--- src/rtl/spi_seq_pkg.sv ---
package spi_seq_pkg;

   localparam int DWORD = 64;

   localparam logic [3:0] IX_ERR  = 4'd0;
   localparam logic [3:0] IX_CNT  = 4'd1;
   localparam logic [3:0] IX_CFG1 = 4'd2;
   localparam logic [3:0] IX_CLK  = 4'd3;
   localparam logic [3:0] IX_MMAP = 4'd4;
   localparam logic [3:0] IX_TX   = 4'd5;
   localparam logic [3:0] IX_RX   = 4'd6;
   localparam logic [3:0] IX_SEQ  = 4'd7;
   localparam logic [3:0] IX_STAT = 4'd8;
   localparam logic [3:0] IX_PORT = 4'd9;

   // status bit positions
   localparam int SB_RX_FULL = 63;
   localparam int SB_RX_OVR  = 62;
   localparam int SB_RX_UDR  = 61;
   localparam int SB_TX_FULL = 59;
   localparam int SB_TX_OVR  = 58;
   localparam int SB_STATE   = 48;
   localparam int SB_BADOP   = 12;

   // clock config fields
   localparam int CK_DIV_LSB = 52;

   typedef enum logic [7:0] {
      ST_IDLE   = 8'h01,
      ST_DECODE = 8'h02,
      ST_TXWAIT = 8'h04,
      ST_XFER   = 8'h08
   } seq_state_e;

   localparam logic [3:0] OPG_STOP = 4'h0;
   localparam logic [3:0] OPG_SEL  = 4'h1;
   localparam logic [3:0] OPG_OUT  = 4'h3;
   localparam logic [3:0] OPG_IN   = 4'h4;
   localparam logic [3:0] OPG_COPY = 4'hC;
   localparam logic [3:0] OPG_JUMP = 4'hE;

endpackage

--- src/rtl/spi_seq_clkgen.sv ---
module spi_seq_clkgen #(
   parameter int DIV_W = 12
) (
   input  logic             clk,
   input  logic             rst_n,
   input  logic             en,
   input  logic [DIV_W-1:0] div,
   output logic             tick
);

   logic [DIV_W-1:0] cnt_q;

   always_ff @(posedge clk or negedge rst_n) begin
      if (!rst_n)          cnt_q <= '0;
      else if (!en)        cnt_q <= '0;
      else if (cnt_q >= div) cnt_q <= '0;
      else                 cnt_q <= cnt_q + 1'b1;
   end

   assign tick = en && (cnt_q >= div);

   // one half period of SCK spans div+1 cycles, so ticks never abut unless div is 0
   p_tick_spacing_r4: assert property (@(posedge clk) disable iff (!rst_n)
      tick |=> (!tick || div == '0));

endmodule

--- src/rtl/spi_seq_shifter.sv ---
module spi_seq_shifter (
   input  logic       clk,
   input  logic       rst_n,
   input  logic       abort,
   input  logic       start,
   input  logic [7:0] tx_byte,
   input  logic       tick,
   input  logic       miso,
   output logic       busy,
   output logic       done,
   output logic [7:0] rx_byte,
   output logic       sck,
   output logic       mosi
);

   logic       busy_q, sck_q, done_q;
   logic [7:0] sh_q, rx_q;
   logic [2:0] bit_q;

   always_ff @(posedge clk or negedge rst_n) begin
      if (!rst_n) begin
         busy_q <= 1'b0;
         sck_q  <= 1'b0;
         done_q <= 1'b0;
         sh_q   <= '0;
         rx_q   <= '0;
         bit_q  <= '0;
      end else begin
         done_q <= 1'b0;
         if (abort) begin
            busy_q <= 1'b0;
            sck_q  <= 1'b0;
         end else if (!busy_q) begin
            if (start) begin
               busy_q <= 1'b1;
               sck_q  <= 1'b0;
               sh_q   <= tx_byte;
               bit_q  <= '0;
            end
         end else if (tick) begin
            if (!sck_q) begin
               sck_q <= 1'b1;
               rx_q  <= {rx_q[6:0], miso};
            end else begin
               sck_q <= 1'b0;
               if (bit_q == 3'd7) begin
                  busy_q <= 1'b0;
                  done_q <= 1'b1;
               end else begin
                  bit_q <= bit_q + 1'b1;
                  sh_q  <= {sh_q[6:0], 1'b0};
               end
            end
         end
      end
   end

   assign busy    = busy_q;
   assign done    = done_q;
   assign rx_byte = rx_q;
   assign sck     = sck_q;
   assign mosi    = sh_q[7];

   // mode 0 keeps the clock low between bytes
   p_sck_idle_r3: assert property (@(posedge clk) disable iff (!rst_n)
      !busy_q |-> !sck_q);

   // data out never moves on the sampling edge
   p_mosi_hold_r3: assert property (@(posedge clk) disable iff (!rst_n)
      $rose(sck_q) |-> $stable(sh_q[7]));

endmodule

--- src/rtl/spi_seq_ctrl.sv ---
module spi_seq_ctrl
   import spi_seq_pkg::*;
#(
   parameter int NCS = 4
) (
   input  logic             clk,
   input  logic             rst_n,
   input  logic             seq_load,
   input  logic [DWORD-1:0] seq_prog,
   input  logic             tx_wr,
   input  logic [DWORD-1:0] tx_wdata,
   input  logic             rx_rd,
   input  logic             stat_clr,
   input  logic             soft_rst,
   input  logic             sh_done,
   input  logic [7:0]       sh_rx_byte,
   output logic             sh_start,
   output logic [7:0]       sh_byte,
   output seq_state_e       state,
   output logic [DWORD-1:0] prog,
   output logic [DWORD-1:0] tx_data,
   output logic [DWORD-1:0] rx_data,
   output logic             tx_full,
   output logic             tx_ovr,
   output logic             rx_full,
   output logic             rx_udr,
   output logic             rx_ovr,
   output logic             bad_op,
   output logic [NCS-1:0]   cs_n
);

   localparam int SEL_W = 4;

   seq_state_e       state_q, state_d;
   logic [DWORD-1:0] prog_q, prog_d, txbuf_q, txbuf_d, acc_q, acc_d, acc_n;
   logic [DWORD-1:0] tx_q, tx_d, rx_q, rx_d;
   logic [2:0]       ptr_q, ptr_d;
   logic [SEL_W-1:0] sel_q, sel_d;
   logic [3:0]       rem_q, rem_d, txleft_q, txleft_d, incnt_q, incnt_d;
   logic             dir_out_q, dir_out_d;
   logic             tx_full_q, tx_full_d, tx_ovr_q, tx_ovr_d;
   logic             rx_full_q, rx_full_d, rx_udr_q, rx_udr_d, rx_ovr_q, rx_ovr_d;
   logic             err_q, err_d, adv;
   logic [7:0]       op;

   assign op = prog_q[{3'd7 - ptr_q, 3'b000} +: 8];

   always_comb begin
      state_d   = state_q;   prog_d   = prog_q;   ptr_d    = ptr_q;
      sel_d     = sel_q;     rem_d    = rem_q;    dir_out_d = dir_out_q;
      txbuf_d   = txbuf_q;   txleft_d = txleft_q; acc_d    = acc_q;
      incnt_d   = incnt_q;   tx_d     = tx_q;     tx_full_d = tx_full_q;
      tx_ovr_d  = tx_ovr_q;  rx_d     = rx_q;     rx_full_d = rx_full_q;
      rx_udr_d  = rx_udr_q;  rx_ovr_d = rx_ovr_q; err_d    = err_q;
      sh_start  = 1'b0;      sh_byte  = '0;       adv      = 1'b0;
      acc_n     = '0;

      // host side of the handshakes
      if (stat_clr) begin
         tx_ovr_d = 1'b0; rx_udr_d = 1'b0; rx_ovr_d = 1'b0; err_d = 1'b0;
      end
      if (tx_wr) begin
         if (tx_full_q) tx_ovr_d = 1'b1;
         else begin
            tx_d      = tx_wdata;
            tx_full_d = 1'b1;
         end
      end
      if (rx_rd) begin
         if (rx_full_q) rx_full_d = 1'b0;
         else           rx_udr_d  = 1'b1;
      end

      // sequencer side
      unique case (state_q)
         ST_IDLE: begin
            if (seq_load) begin
               prog_d  = seq_prog;
               ptr_d   = '0;
               state_d = ST_DECODE;
            end
         end
         ST_DECODE: begin
            unique case (op[7:4])
               OPG_STOP: begin
                  if (op[3:0] == 4'h0) state_d = ST_IDLE;
                  else begin
                     err_d = 1'b1; sel_d = '0; state_d = ST_IDLE;
                  end
               end
               OPG_SEL: begin
                  sel_d = op[3:0];
                  adv   = 1'b1;
               end
               OPG_OUT: begin
                  if (op[3:0] == 4'h0) adv = 1'b1;
                  else begin
                     rem_d     = op[3:0];
                     dir_out_d = 1'b1;
                     state_d   = ST_TXWAIT;
                  end
               end
               OPG_IN: begin
                  if (op[3:0] == 4'h0) adv = 1'b1;
                  else begin
                     rem_d     = op[3:0];
                     dir_out_d = 1'b0;
                     acc_d     = '0;
                     incnt_d   = '0;
                     sh_start  = 1'b1;
                     state_d   = ST_XFER;
                  end
               end
               OPG_COPY: begin
                  if (op[3:0] == 4'h0) adv = 1'b1;
                  else begin
                     err_d = 1'b1; sel_d = '0; state_d = ST_IDLE;
                  end
               end
               OPG_JUMP: ptr_d = op[2:0];
               default: begin
                  err_d = 1'b1; sel_d = '0; state_d = ST_IDLE;
               end
            endcase
         end
         ST_TXWAIT: begin
            if (tx_full_q) begin
               txbuf_d   = tx_q;
               tx_full_d = 1'b0;
               txleft_d  = 4'd8;
               sh_start  = 1'b1;
               sh_byte   = tx_q[63:56];
               state_d   = ST_XFER;
            end
         end
         ST_XFER: begin
            if (sh_done) begin
               rem_d = rem_q - 1'b1;
               if (dir_out_q) begin
                  txbuf_d  = {txbuf_q[55:0], 8'h00};
                  txleft_d = txleft_q - 1'b1;
                  if (rem_q == 4'd1)         adv = 1'b1;
                  else if (txleft_q == 4'd1) state_d = ST_TXWAIT;
                  else begin
                     sh_start = 1'b1;
                     sh_byte  = txbuf_q[55:48];
                  end
               end else begin
                  acc_n = {acc_q[55:0], sh_rx_byte};
                  if (rem_q == 4'd1 || incnt_q == 4'd7) begin
                     rx_d = acc_n;
                     if (rx_full_d) rx_ovr_d = 1'b1;
                     rx_full_d = 1'b1;
                     acc_d     = '0;
                     incnt_d   = '0;
                  end else begin
                     acc_d   = acc_n;
                     incnt_d = incnt_q + 1'b1;
                  end
                  if (rem_q == 4'd1) adv = 1'b1;
                  else               sh_start = 1'b1;
               end
            end
         end
         default: state_d = ST_IDLE;
      endcase

      if (adv) begin
         if (ptr_q == 3'd7) state_d = ST_IDLE;
         else begin
            ptr_d   = ptr_q + 1'b1;
            state_d = ST_DECODE;
         end
      end

      if (soft_rst) begin
         state_d   = ST_IDLE;
         sel_d     = '0;
         tx_full_d = 1'b0;
         rx_full_d = 1'b0;
         sh_start  = 1'b0;
      end
   end

   always_ff @(posedge clk or negedge rst_n) begin
      if (!rst_n) begin
         state_q <= ST_IDLE; prog_q <= '0; ptr_q <= '0; sel_q <= '0;
         rem_q <= '0; dir_out_q <= 1'b0; txbuf_q <= '0; txleft_q <= '0;
         acc_q <= '0; incnt_q <= '0; tx_q <= '0; tx_full_q <= 1'b0;
         tx_ovr_q <= 1'b0; rx_q <= '0; rx_full_q <= 1'b0; rx_udr_q <= 1'b0;
         rx_ovr_q <= 1'b0; err_q <= 1'b0;
      end else begin
         state_q <= state_d; prog_q <= prog_d; ptr_q <= ptr_d; sel_q <= sel_d;
         rem_q <= rem_d; dir_out_q <= dir_out_d; txbuf_q <= txbuf_d; txleft_q <= txleft_d;
         acc_q <= acc_d; incnt_q <= incnt_d; tx_q <= tx_d; tx_full_q <= tx_full_d;
         tx_ovr_q <= tx_ovr_d; rx_q <= rx_d; rx_full_q <= rx_full_d; rx_udr_q <= rx_udr_d;
         rx_ovr_q <= rx_ovr_d; err_q <= err_d;
      end
   end

   for (genvar i = 0; i < NCS; i++) begin : g_cs
      assign cs_n[i] = !(sel_q == SEL_W'(i + 1));
   end

   assign state   = state_q;
   assign prog    = prog_q;
   assign tx_data = tx_q;
   assign rx_data = rx_q;
   assign tx_full = tx_full_q;
   assign tx_ovr  = tx_ovr_q;
   assign rx_full = rx_full_q;
   assign rx_udr  = rx_udr_q;
   assign rx_ovr  = rx_ovr_q;
   assign bad_op  = err_q;

   // never more than one device selected
   p_cs_onehot_r2: assert property (@(posedge clk) disable iff (!rst_n)
      $onehot0(~cs_n));

   // a pending transmit word is consumed in the cycle the engine waits for it
   p_take_clears_r5: assert property (@(posedge clk) disable iff (!rst_n)
      (state_q == ST_TXWAIT && tx_full_q) |=> !tx_full_q);

   // an undefined opcode halts and releases the bus
   p_bad_op_halts_r10: assert property (@(posedge clk) disable iff (!rst_n)
      $rose(err_q) |-> (state_q == ST_IDLE && sel_q == '0));

   // overrun only arises on top of an unread word
   p_ovr_needs_full_r8: assert property (@(posedge clk) disable iff (!rst_n)
      $rose(rx_ovr_q) |-> rx_full_q);

endmodule

--- src/rtl/spi_seq_engine.sv ---
module spi_seq_engine
   import spi_seq_pkg::*;
#(
   parameter int NCS   = 4,
   parameter int DIV_W = 12
) (
   input  logic           clk,
   input  logic           rst_n,
   input  logic           reg_wr,
   input  logic           reg_rd,
   input  logic [3:0]     reg_idx,
   input  logic [63:0]    reg_wdata,
   output logic [63:0]    reg_rdata,
   output logic           spi_sck,
   output logic           spi_mosi,
   input  logic           spi_miso,
   output logic [NCS-1:0] spi_cs_n
);

   if (NCS < 1 || NCS > 15) begin : g_bad_ncs
      $error("NCS must lie in 1..15");
   end
   if (DIV_W < 1 || DIV_W > 12) begin : g_bad_div
      $error("DIV_W must lie in 1..12");
   end

   logic [DWORD-1:0] cnt_cfg_q, clk_cfg_q, port_q;
   logic             key_armed_q;
   logic             wr_clk, key_first, key_second, soft_rst;
   logic             seq_load, tx_wr, rx_rd, stat_clr;

   assign wr_clk     = reg_wr && reg_idx == IX_CLK;
   assign key_first  = reg_wdata[36] && reg_wdata[38];
   assign key_second = reg_wdata[37] && reg_wdata[39];
   assign soft_rst   = wr_clk && key_armed_q && key_second && !key_first;
   assign seq_load   = reg_wr && reg_idx == IX_SEQ;
   assign tx_wr      = reg_wr && reg_idx == IX_TX;
   assign rx_rd      = reg_rd && reg_idx == IX_RX;
   assign stat_clr   = reg_wr && reg_idx == IX_STAT;

   always_ff @(posedge clk or negedge rst_n) begin
      if (!rst_n) begin
         cnt_cfg_q   <= '0;
         clk_cfg_q   <= '0;
         port_q      <= '0;
         key_armed_q <= 1'b0;
      end else begin
         if (reg_wr && reg_idx == IX_CNT)  cnt_cfg_q <= reg_wdata;
         if (reg_wr && reg_idx == IX_PORT) port_q    <= reg_wdata;
         if (wr_clk) begin
            if (key_first)                      key_armed_q <= 1'b1;
            else if (key_armed_q && key_second) key_armed_q <= 1'b0;
            else begin
               clk_cfg_q   <= reg_wdata;
               key_armed_q <= 1'b0;
            end
         end
      end
   end

   seq_state_e       state;
   logic [DWORD-1:0] prog, tx_data, rx_data;
   logic             tx_full, tx_ovr, rx_full, rx_udr, rx_ovr, bad_op;
   logic             sh_start, sh_done, sh_busy, tick;
   logic [7:0]       sh_byte, sh_rx_byte;

   spi_seq_ctrl #(.NCS(NCS)) u_ctrl (
      .clk, .rst_n, .seq_load, .seq_prog(reg_wdata), .tx_wr, .tx_wdata(reg_wdata),
      .rx_rd, .stat_clr, .soft_rst, .sh_done, .sh_rx_byte, .sh_start, .sh_byte,
      .state, .prog, .tx_data, .rx_data, .tx_full, .tx_ovr, .rx_full, .rx_udr,
      .rx_ovr, .bad_op, .cs_n(spi_cs_n)
   );

   spi_seq_clkgen #(.DIV_W(DIV_W)) u_clkgen (
      .clk, .rst_n, .en(sh_busy), .div(clk_cfg_q[CK_DIV_LSB +: DIV_W]), .tick
   );

   spi_seq_shifter u_shift (
      .clk, .rst_n, .abort(soft_rst), .start(sh_start), .tx_byte(sh_byte), .tick,
      .miso(spi_miso), .busy(sh_busy), .done(sh_done), .rx_byte(sh_rx_byte),
      .sck(spi_sck), .mosi(spi_mosi)
   );

   logic [DWORD-1:0] status;
   always_comb begin
      status = '0;
      status[SB_RX_FULL] = rx_full;
      status[SB_RX_OVR]  = rx_ovr;
      status[SB_RX_UDR]  = rx_udr;
      status[SB_TX_FULL] = tx_full;
      status[SB_TX_OVR]  = tx_ovr;
      status[SB_STATE +: 8] = state;
      status[SB_BADOP]   = bad_op;
   end

   always_comb begin
      unique case (reg_idx)
         IX_CNT:  reg_rdata = cnt_cfg_q;
         IX_CLK:  reg_rdata = clk_cfg_q;
         IX_TX:   reg_rdata = tx_data;
         IX_RX:   reg_rdata = rx_data;
         IX_SEQ:  reg_rdata = prog;
         IX_STAT: reg_rdata = status;
         IX_PORT: reg_rdata = port_q;
         default: reg_rdata = '0;
      endcase
   end

   // the second half of the key leaves everything parked
   p_key_aborts_r11: assert property (@(posedge clk) disable iff (!rst_n)
      soft_rst |=> (state == ST_IDLE && !tx_full && !rx_full && &spi_cs_n && !spi_sck));

   // an empty read leaves a mark unless status is being cleared at once
   p_rx_underrun_r8: assert property (@(posedge clk) disable iff (!rst_n)
      (rx_rd && !rx_full && !stat_clr) |=> rx_udr);

   // a stalled send holds the serial clock low
   p_stall_quiet_r6: assert property (@(posedge clk) disable iff (!rst_n)
      (state == ST_TXWAIT) |-> !spi_sck);

endmodule

--- config.mk ---
export PLATFORM = sky130hd
export DESIGN_NAME = spi_seq_engine
export DESIGN_NICKNAME = d
export VERILOG_FILES = /design/src/rtl/spi_seq_pkg.sv /design/src/rtl/spi_seq_clkgen.sv /design/src/rtl/spi_seq_shifter.sv /design/src/rtl/spi_seq_ctrl.sv /design/src/rtl/spi_seq_engine.sv
export SDC_FILE = /design/constraint.sdc
export NUM_CORES = 1
export LEC_CHECK = 0
export BUFFER_PORTS_ARGS = -buffer_cell sky130_fd_sc_hd__buf_2
export CAP_MARGIN = 15
export CORE_MARGIN = 1.5
export CORE_UTILIZATION = 45
export CTS_CLUSTER_DIAMETER = 60
export DETAILED_ROUTE_END_ITERATION = 8
export GPL_TIMING_DRIVEN = 0
export SYNTH_ARGS = -nofsm -noshare
export SYNTH_HDL_FRONTEND = slang
export SYNTH_HIERARCHICAL = 1
export SYNTH_SLANG_ARGS = --single-unit
--- constraint.sdc ---
create_clock -name clk -period 4.6 [get_ports clk]
set_input_delay 0.92 -clock clk [delete_from_list [all_inputs] [get_ports clk]]
set_output_delay 0.92 -clock clk [all_outputs]
set_load 0.03 [all_outputs]
# Word level (Yosys, flattened, before mapping)

Cells that the tools add are included.

Bits in registers: 565

Equal/unequal tests: 50
Reduce and logical (&&, ||, !) cells: 47
Bitwise logic cells: 6
Shift-type cells: 1
Order comparisons: 1
Add/subtract/negate cells: 7
Multiplexer cells: 126

Operators with widths:

| operator              | number |
|---|---|
| $mux 56               | 8 |
| $pmux 64 s7           | 1 |
| $pmux 56 s2           | 2 |
| $mux 8                | 21 |
| $pmux 8 s4            | 2 |
| $shiftx 64x7->8       | 1 |
| $mux 1                | 56 |
| $mux 4                | 13 |
| $mux 3                | 9 |
| $eq 4x3->1 const B    | 6 |
| $mux 12               | 2 |
| $pmux 4 s2            | 3 |
| $eq 4x1->1 const B    | 5 |
| $reduce_and 4->1      | 5 |
| $ne 2x2->1 const B    | 9 |
| $eq 4x2->1 const B    | 4 |
| $eq 4x4->1 const B    | 4 |
| $ne 4x2->1 const B    | 4 |
| $pmux 8 s2            | 1 |
| $ne 5x4->1 const B    | 3 |
| $logic_and 1x1->1     | 14 |
| $add 12x1->12 const B | 1 |
| $ge 12x12->1          | 1 |
| $ne 4x3->1 const B    | 3 |
| 29 further kinds      | 60 |

# Logic depth before layout (Yosys ltp)

Gate-level depths: netlist (run 1).

Word-level depth: 10
Mapped depth: 11

# By module

The synthesis (run 1) kept the hierarchy.

Modules (own cells, without submodules):

| module          | cells each | area an instance (µm²) | times used | seq. area each (µm²) |
|---|---|---|---|---|
| spi_seq_ctrl    | 1319       | 14248.7                | 1          | 8359.3 |
| spi_seq_engine  | 829        | 10202.3                | 1          | 4829.6 |
| spi_seq_shifter | 75         | 1046.0                 | 1          | 550.5 |
| spi_seq_clkgen  | 97         | 959.7                  | 1          | 300.3 |

# Least setup slack after synthesis (run 1)

Ideal clock, no wire load.

Path type: input port to output port
Start point: input port reg_idx[3]
End point: output port reg_rdata[43]
Stages on the path: 5
Required time: 3.680 ns
Path slack: 1.366 ns
Arrival time: 2.314 ns
Path buffers: 2
Cells stage by stage: buf_2 -> nor3b_2 -> buf_4 -> a22oi_1 -> o221ai_1

Longest elaborated chain between the ends: 2
Elaborated cells on any way between the ends: 8

RTL lines:

| what                               | RTL line             | RTL |
|---|---|---|
| start, declared                    | spi_seq_engine.sv:11 | `input logic [3:0] reg_idx,` |
| $eq 4x4->1 (tied with other cells) | spi_seq_engine.sv:97 | `unique case (reg_idx)` |
| $pmux 64 s7 *                      | spi_seq_engine.sv:97 |  |
| end, declared                      | spi_seq_engine.sv:13 | `output logic [63:0] reg_rdata,` |

Mark *: on every way between the ends. The rest lies on a longest branch, timed or not.

# Final worst setup path (run 1)

Start point: input port reg_idx[0]
End point: output port reg_rdata[32]

Same word-level chain as after synthesis.

==> results list, run 1 <==
- Sum of routed wire length over all layers: 94560 microns
- Outcome: complete, no violations
* Largest stage delay on the critical path: 0.65 ns
- The share of the Yosys chip area taken by registers is 53.07%.
* Final Net Count: 2634
- The floorplan step defined a die boundary enclosing 60260 sq um.
- Core utilization of the finished layout: 52.64%
* Final slew viol count: 0
- Width of the die: 245.5 microns
- Static timing analysis puts the maximum clock frequency at 0.2196 GHz.
* Number of antenna violations at the first check in global routing: 7
- The first TritonRoute pass finished after 5 iterations.
- Number of max-capacitance violations reported: 0
- Hold violation count in the final report: 0
- After detailed routing, the number of vias per cell comes to 6.060.
- After synthesis, the share of flip-flops with an asynchronous set or reset is 100.0%.
- Setup-violating endpoint count in the final report: 0
- In this run the mean area of a mapped cell was 11.40 sq um.
- 143 I/O pins were placed.
- The min-delay analysis places its worst path in the category in2async.
- Clock network fraction of design power: 35.8%
* Switching pwr: 0.004624 W
- In the global route stage, overall resource usage came out at 31.57%.
* Global-route wire length before repair: 137400 microns
- For this run, design rule violations remaining after detail routing come to 0.
* Clock tree sinks: 561
* Switching share of power: 31.10%
* Worst max-slew margin expressed relative to the limit: 20.33%
- FF+latch count, synth: 561
* WL per Instance: 28.16 microns
* Part of the total power dissipated in sequential elements: 45.6%
* Area share of the largest cell type after synthesis: 52.97%
* Syn Std Cell Area: 26460 sq um
- For the finished layout, the period the worst path requires is 4.553 ns.
- Clock insertion delay at the later pin of the skew report: 0.63 ns
- Summed over all instances, the cell type with the most area after synthesis is sky130_fd_sc_hd__dfrtp_1.
* Setup Fix Bufs, Post-CTS: 0
- Power Total: 0.01487 W
* Inserted Clock Buffers: 66
* Sort of element at the start of the critical path: input pin
* Period utilisation layout: 98.98%
- Gate Count Post-Synth: 2320
- Most common cell after layout, fill and taps aside: sky130_fd_sc_hd__dfrtp_1
- The HPWL after detailed placement is 69830 microns.
- Type of the setup path with the least slack: in2out
- CTS placed an instance of sky130_fd_sc_hd__clkbuf_16 at the clock tree root.
- Yosys mapped the design onto 86 distinct sky130hd cell types.
- From synthesis to final layout, the design area changed by 15.24%.
* Internal portion of total power: 0.01024 W
- VDD sags by at most 0.3277 mV.
* Required time reported for the critical path endpoint: 3.68 ns
- I/O Buffers: 142
- Pin count of the biggest net entering global routing: 124
- Worst-path cell chain: buf_2 -> buf_2 -> buf_2 -> clkinv_1 -> clkbuf_1 -> o221ai_1 -> buf_2
* Leakage: 14.13 nW
- In this run the core area contains 88 standard-cell rows.
- The detailed router placed 20350 vias in this run.
- Least-Margin Pin Slew: 1.195 ns
* Fraction of final layout cells sized beyond drive strength 1: 27.10%
- The H-tree generated during clock tree synthesis spans 3 levels.
- STA classifies the critical path endpoint as an output port.
* CP Buf/Inv Count: 6
- For this design, the CTS-stage hold fixing added 0 buffers.
* Global placer's final weighted congestion: 0.9790
* Final WS setup: 0.04680 ns
- Flip-flop cell with the highest count after synthesis: sky130_fd_sc_hd__dfrtp_1
* Top cell family by delay on the critical path: buffers and inverters
- In this run the standard cell core region covers 57920 sq um.
* Die extent in y: 245.5 microns
- Count of instances resized after the clock tree is built: 0
- Data on the critical path arrives at its endpoint at 3.63 ns.
- After filler insertion, the fill cell instance count of the layout stands at 5176.
- The longest clock path from root to sink contains 3 buffers.
- In this run, synthesis inferred 0 flip-flops with an integrated enable.
- Via count of the first global-routing pass: 19860
- DRT iter0 DRCs: 2224
* Most used cells in the layout excluding fill and tap cells: sky130_fd_sc_hd__dfrtp_1, sky130_fd_sc_hd__nand2_1, sky130_fd_sc_hd__mux2_2
- Between clock sinks in the finished design, the worst skew comes to 0.03107 ns.
- For this configuration, the core starts out at a cell density of 45.68%.
* Areal power density over the cells: 487.7 nW/um^2
* Final ANT Viol Nets: 0
- For this design, the slowest cell found on the critical path is sky130_fd_sc_hd__clkinv_1.
- Main area contributors after synthesis: sky130_fd_sc_hd__dfrtp_1, sky130_fd_sc_hd__mux2_2, sky130_fd_sc_hd__nand2_1
- The share of total power dissipated in combinational logic is 18.6%.
* Cell type with the highest occurrence count on the critical path: sky130_fd_sc_hd__buf_2
- TritonCTS built the clock tree.
- Overflow left after global routing: 0
* Maximum fanout along the worst path: 10
- Setup repair after global routing missed its margin: no
- Prior to clock tree synthesis, the placed netlist has a worst setup slack of -0.02642 ns.
- For this run, the number of Yosys warnings is 6.
- Clock-pin slew was measured on the worst setup and hold paths at 0.06 ns.
through the flow:
step | setup TNS (ns) | hold WS [ns] | std cells | area [sq um]
after floorplan | 0 | 0.4331 | 2323 | 26470
after global placement | -5012.64 | 0.4561 | 3230 | 28140
after detailed placement | -0.1836 | 0.4626 | 3236 | 28300
after CTS | 0 | 0.1288 | 3352 | 30470
after global routing | 0 | 0.1436 | 3356 | 30480
final | 0 | 0.1408 | 3358 | 30490
final timing paths:
check / from / to / slack (ns) / cells after the start
hold reg to reg: u_ctrl/acc_q[50] / u_ctrl/acc_q[50] / 0.47 / 2
setup / recovery: reg_idx[0] / reg_rdata[32] / 0.05 / 7
setup reg to reg: u_ctrl/ptr_q[2] / u_ctrl/incnt_q[3] / 0.68 / 11
max in group asynchronous: rst_n / clk_cfg_q[51] / 3.01 / 3
hold / removal: rst_n / cnt_cfg_q[10] / 0.14 / 1
min in group clk: u_ctrl/acc_q[50] / u_ctrl/acc_q[50] / 0.47 / 2
Yosys cell counts, types with 7 or more instances:
| master | number |
|---|---|
| sky130_fd_sc_hd__dfrtp_1 | 560 |
| sky130_fd_sc_hd__nand2_1 | 472 |
| sky130_fd_sc_hd__mux2_2 | 322 |
| sky130_fd_sc_hd__a22oi_1 | 147 |
| sky130_fd_sc_hd__nand3_1 | 76 |
| sky130_fd_sc_hd__clkbuf_1 | 73 |
| sky130_fd_sc_hd__nor2_1 | 73 |
| sky130_fd_sc_hd__mux2_1 | 68 |
| sky130_fd_sc_hd__buf_2 | 52 |
| sky130_fd_sc_hd__a31oi_1 | 50 |
| sky130_fd_sc_hd__o211ai_1 | 46 |
| sky130_fd_sc_hd__inv_1 | 34 |
| sky130_fd_sc_hd__ha_1 | 22 |
| sky130_fd_sc_hd__o221ai_1 | 21 |
| sky130_fd_sc_hd__a22o_1 | 19 |
| sky130_fd_sc_hd__buf_6 | 17 |
| sky130_fd_sc_hd__o21ai_0 | 15 |
| sky130_fd_sc_hd__buf_1 | 14 |
| sky130_fd_sc_hd__a21oi_1 | 13 |
| sky130_fd_sc_hd__mux2i_1 | 12 |
| sky130_fd_sc_hd__mux4_2 | 12 |
| sky130_fd_sc_hd__nor2b_1 | 12 |
| sky130_fd_sc_hd__nor3_1 | 12 |
| sky130_fd_sc_hd__xnor2_1 | 11 |
| sky130_fd_sc_hd__nor3_2 | 10 |
| sky130_fd_sc_hd__and2_1 | 9 |
| sky130_fd_sc_hd__and3_1 | 9 |
| sky130_fd_sc_hd__buf_4 | 8 |
| sky130_fd_sc_hd__nor3b_1 | 8 |
| sky130_fd_sc_hd__nand2b_1 | 7 |
power by group through the flow:
stage	Clock (W)	Combinational, W	Sequential, W
floorplan	0	0.00197	0.00633
global placement	0	0.00263	0.00678
detailed placement	0	0.00272	0.00681
CTS	0.00539	0.00274	0.00673
global route	0.00560	0.00300	0.00683
finish	0.00532	0.00277	0.00677
sequential cells by signal, indices dropped and copies added, names as in the netlist, 8 cells and up:
name,cells
u_shift/rx_byte,8
port_q,64
u_ctrl/txbuf_q,56
clk_cfg_q,64
u_shift/sh_q,8
cnt_cfg_q,64
u_clkgen/cnt_q,12
u_ctrl/prog,64
u_ctrl/acc_q,56
u_ctrl/rx_data,64
u_ctrl/tx_data,64
worst register-to-register path, delay by kind of cell (launching register included):
| kind | cells | cell delay [ns] |
|---|---|---|
| multiplexers | 2 | 0.98 |
| flip-flops | 1 | 0.36 |
| buffers and inverters | 4 | 1.23 |
| AND/OR/NAND/NOR | 1 | 0.43 |
| AO/OA/AOI/OAI | 4 | 0.82 |
area by class of cell:
cell class | count | area (sq um) | share of cell area [%]
plain buffers | 166 | 863.3 | 2.832
clock inverters | 27 | 335.3 | 1.100
diodes | 6 | 15.01 | 0.04925
repair buffers | 148 | 865.8 | 2.840
multi-input cells | 1561 | 11440 | 37.52
flip-flops and latches | 561 | 14040 | 46.05
clock buffers | 89 | 1841 | 6.037
well taps | 765 | 957.2 | 3.139
inverters | 35 | 131.4 | 0.4309
layer usage:
layer	global-route usage (%)	wire [microns]
met1	43.81	40170
met2	47.97	42270
met3	6.690	7616
met4	13.23	4504
met5	0	0
logic make-up (layout without fill, tap and decap cells):
| kind of cell | after synthesis | count (layout) | synth area share, % |
|---|---|---|---|
| mux | 420 | 420 | 18.63 |
| xor+xnor | 13 | 13 | 0.4304 |
| buf+inv | 201 | 465 | 3.760 |
| compound gates | 368 | 368 | 10.43 |
| fa+ha+maj | 22 | 22 | 1.040 |
| flops | 561 | 561 | 53.07 |
| other cells | 1 | 10 | 0.01417 |
| simple gates | 734 | 734 | 12.63 |
No activity file was read; power rests on OpenSTA's default activity.
==> run 2: changes to the inputs <==
--- a/config.mk
+++ b/config.mk
@@ -10,4 +10,5 @@
 export CORE_MARGIN = 1.5
 export CORE_UTILIZATION = 45
+export CTS_BUF_LIST = sky130_fd_sc_hd__clkbuf_4 sky130_fd_sc_hd__clkbuf_8
 export CTS_CLUSTER_DIAMETER = 60
 export DETAILED_ROUTE_END_ITERATION = 8
==> constraint.sdc (replaced) <==
create_clock -name clk -period 4.6 [get_ports clk]
set_input_delay 0.92 -clock clk [delete_from_list [all_inputs] [get_ports clk]]
set_output_delay 0.92 -clock clk [all_outputs]
set_load 0.1 [all_outputs]
==> results list, run 2 (synthesis gave the netlist of run 1 again) <==
- Clock insertion delay at the later pin of the skew report: 0.72 ns
* Die outline area: 60260 sq um
* Length of the first detailed-routing pass in iterations: 8
- Number of max-capacitance violations reported: 0
* Setup repair after global routing missed its margin: no
- CTS clk-pin slew, worst paths: 0.06 ns
- Dividing the detail-routed wire length by the instance count gives 27.71 microns.
* Sum of routed wire length over all layers: 94810 microns
* Maximum ir drop on the vdd rail: 0.2578 mV
- Ports placed on the boundary: 143
- Die extent in y: 245.5 microns
- Max H-tree Level: 3
* Min cycle time layout: 4.751 ns
- Post-detailed-placement cell area: 28300 sq um
- Clock Tree Root: sky130_fd_sc_hd__clkbuf_8
- Worst hold-check slack: 0.06690 ns
- Dividing the final minimum period by the clock period gives 103.3%.
- Based on the critical path, the design can be clocked at up to 0.2105 GHz.
- The library cell used most frequently in the layout, excluding fill and tap cells, is sky130_fd_sc_hd__dfrtp_1.
* Max Clock Skew: 0.04365 ns
- Setup violations remaining at the end of the flow were counted as 5.
* Area added between synthesis and finish: 15.46%
- In this run, the number of DRC markers left after iteration 0 of detailed routing was 2322.
* Violated checks: negative setup slack
- Final ANT Viol Nets: 0
- The analysis attributes to cell leakage a power of 14.24 nW.
* Clock tree sinks: 561
* Fraction of final layout cells sized beyond drive strength 1: 29.47%
- The critical path is of the in2out type.
- In the routed design, unresolved DRC markers number 0.
- Maximum fanout along the worst path: 10
- Worst Hold Class: in2async
* Hold violation count in the final report: 0
* Number of antenna violations at the first check in global routing: 8
* Data arrival time at the worst-slack endpoint: 3.83 ns
- Most used cells in the layout excluding fill and tap cells: sky130_fd_sc_hd__dfrtp_1, sky130_fd_sc_hd__nand2_1, sky130_fd_sc_hd__mux2_2
- Overflow left after global routing: 0
- The detailed router placed 20510 vias in this run.
* Post-detailed-route via-to-cell ratio: 5.995
- Via count of the first global-routing pass: 20160
- In the global route stage, overall resource usage came out at 31.64%.
* Critical Path Sink Type: output port
- In this run, CTS created clock tree buffers numbering 97.
- The total count of max-transition violations in the final report came to 0.
- Final Net Count: 2665
* Area of the multi-input gates: 11440 sq um
- Summing all non-filler instances in the final layout gives an area of 30550 sq um.
- The worst setup path is launched from an input pin.
* Final WS setup: -0.1513 ns
* Hold Buf Count CTS: 0
- TritonCTS built the clock tree.
- Power Total: 0.01507 W
- Once the floorplan was initialized, standard cells occupied 45.68% of the core.
* Global placer's final weighted congestion: 0.9790
* Areal power density over the cells: 493.4 nW/um^2
* Least-Margin Pin Slew: 1.174 ns
* Required time reported for the critical path endpoint: 3.68 ns
- Port buffering added 142 buffers.
- Worst max-slew margin expressed relative to the limit: 21.14%
- DP Wirelength: 69830 microns
- Outcome: complete, but fails checks
- Entering global routing, the biggest net connects 124 pins.
- Post-CTS timing repair inserted 0 buffers for setup.
- No sink is reached through more buffers than the 3 on the longest clock path.
* Floorplan Core Area: 57920 sq um
- Counting the fill cells in the layout gives 5205.
* Total area of sequential cells: 14040 sq um
- The floorplan has 88 rows.
- Global-route wire length before repair: 138000 microns
- Width of the die: 245.5 microns
[run 2: cell count changes in the layout (fill, tap and decap cells not counted), sizes merged]
cell and delta:
inv -3, clkbuf +68, clkinv -1, clkinvlp +1, bufinv -2
[run 2: path summary, 6_finish.rpt]
kind | from | to | slack [ns] | cells past startpoint
max in group asynchronous | rst_n | u_ctrl/tx_data[54] | 3.13 | 3
hold reg to reg | u_ctrl/acc_q[51] | u_ctrl/acc_q[51] | 0.48 | 2
setup / recovery | reg_idx[2] | reg_rdata[44] | -0.15 | 6
min in group clk | spi_miso | u_shift/rx_byte[0] | 0.45 | 2
setup reg to reg | u_ctrl/ptr_q[2] | u_ctrl/acc_q[54] | 0.72 | 11
hold / removal | rst_n | u_ctrl/tx_data[11] | 0.07 | 1
[run 2: power by group]
group	internal (W)	total [W]	switching (W)
Clock	0.00298	0.00513	0.00216
Combinational	0.00126	0.00316	0.00190
Sequential	0.00582	0.00678	0.000959
[run 2: per-stage QoR]
| stage | utilization (%) | std cells | TNS [ns] | worst slack (ns) |
|---|---|---|---|---|
| floorplan | - | 2323 | 0 | 0.3449 |
| global placement | 48.58 | 3230 | -5012.73 | -9.033 |
| detailed placement | 48.86 | 3236 | -0.4465 | -0.1086 |
| CTS | 52.71 | 3415 | 0 | 0.01064 |
| global route | 52.74 | 3420 | 0 | 0.00005773 |
| finish | 52.74 | 3421 | -0.4222 | -0.1513 |
[run 2: per-layer routing]
metal | GRT usage [%] | part of all wire, %
met5 | 0 | 0.019
met4 | 14.44 | 4.3
met3 | 6.308 | 8.2
met2 | 47.78 | 45
met1 | 43.97 | 42
[run 2: final cells by class]
class / count / share of cell area (%)
Timing Repair Buffer: 148 / 2.835
Multi-Input combinational cell: 1561 / 37.45
Antenna cell: 6 / 0.04915
Inverter: 35 / 0.4342
Sequential cell: 561 / 45.96
Tap cell: 765 / 3.134
Buffer: 166 / 2.830
Clock inverter: 22 / 0.7824
Clock buffer: 157 / 6.521
[run 2: what timing repair did]
| item | in CTS | in global routing |
|---|---|---|
| pin swaps | 0 | 0 |
| resized for setup | 1 | 2 |
| setup endpoints to repair | 5 | 3 |
| gates cloned | 0 | 0 |
[run 2: critical path, cell delays in order]
cell and delay (ns):
sky130_fd_sc_hd__buf_2 0.17, sky130_fd_sc_hd__buf_2 0.27, sky130_fd_sc_hd__clkbuf_1 0.76, sky130_fd_sc_hd__nand2b_1 0.64
sky130_fd_sc_hd__o221ai_1 0.55, sky130_fd_sc_hd__buf_2 0.51
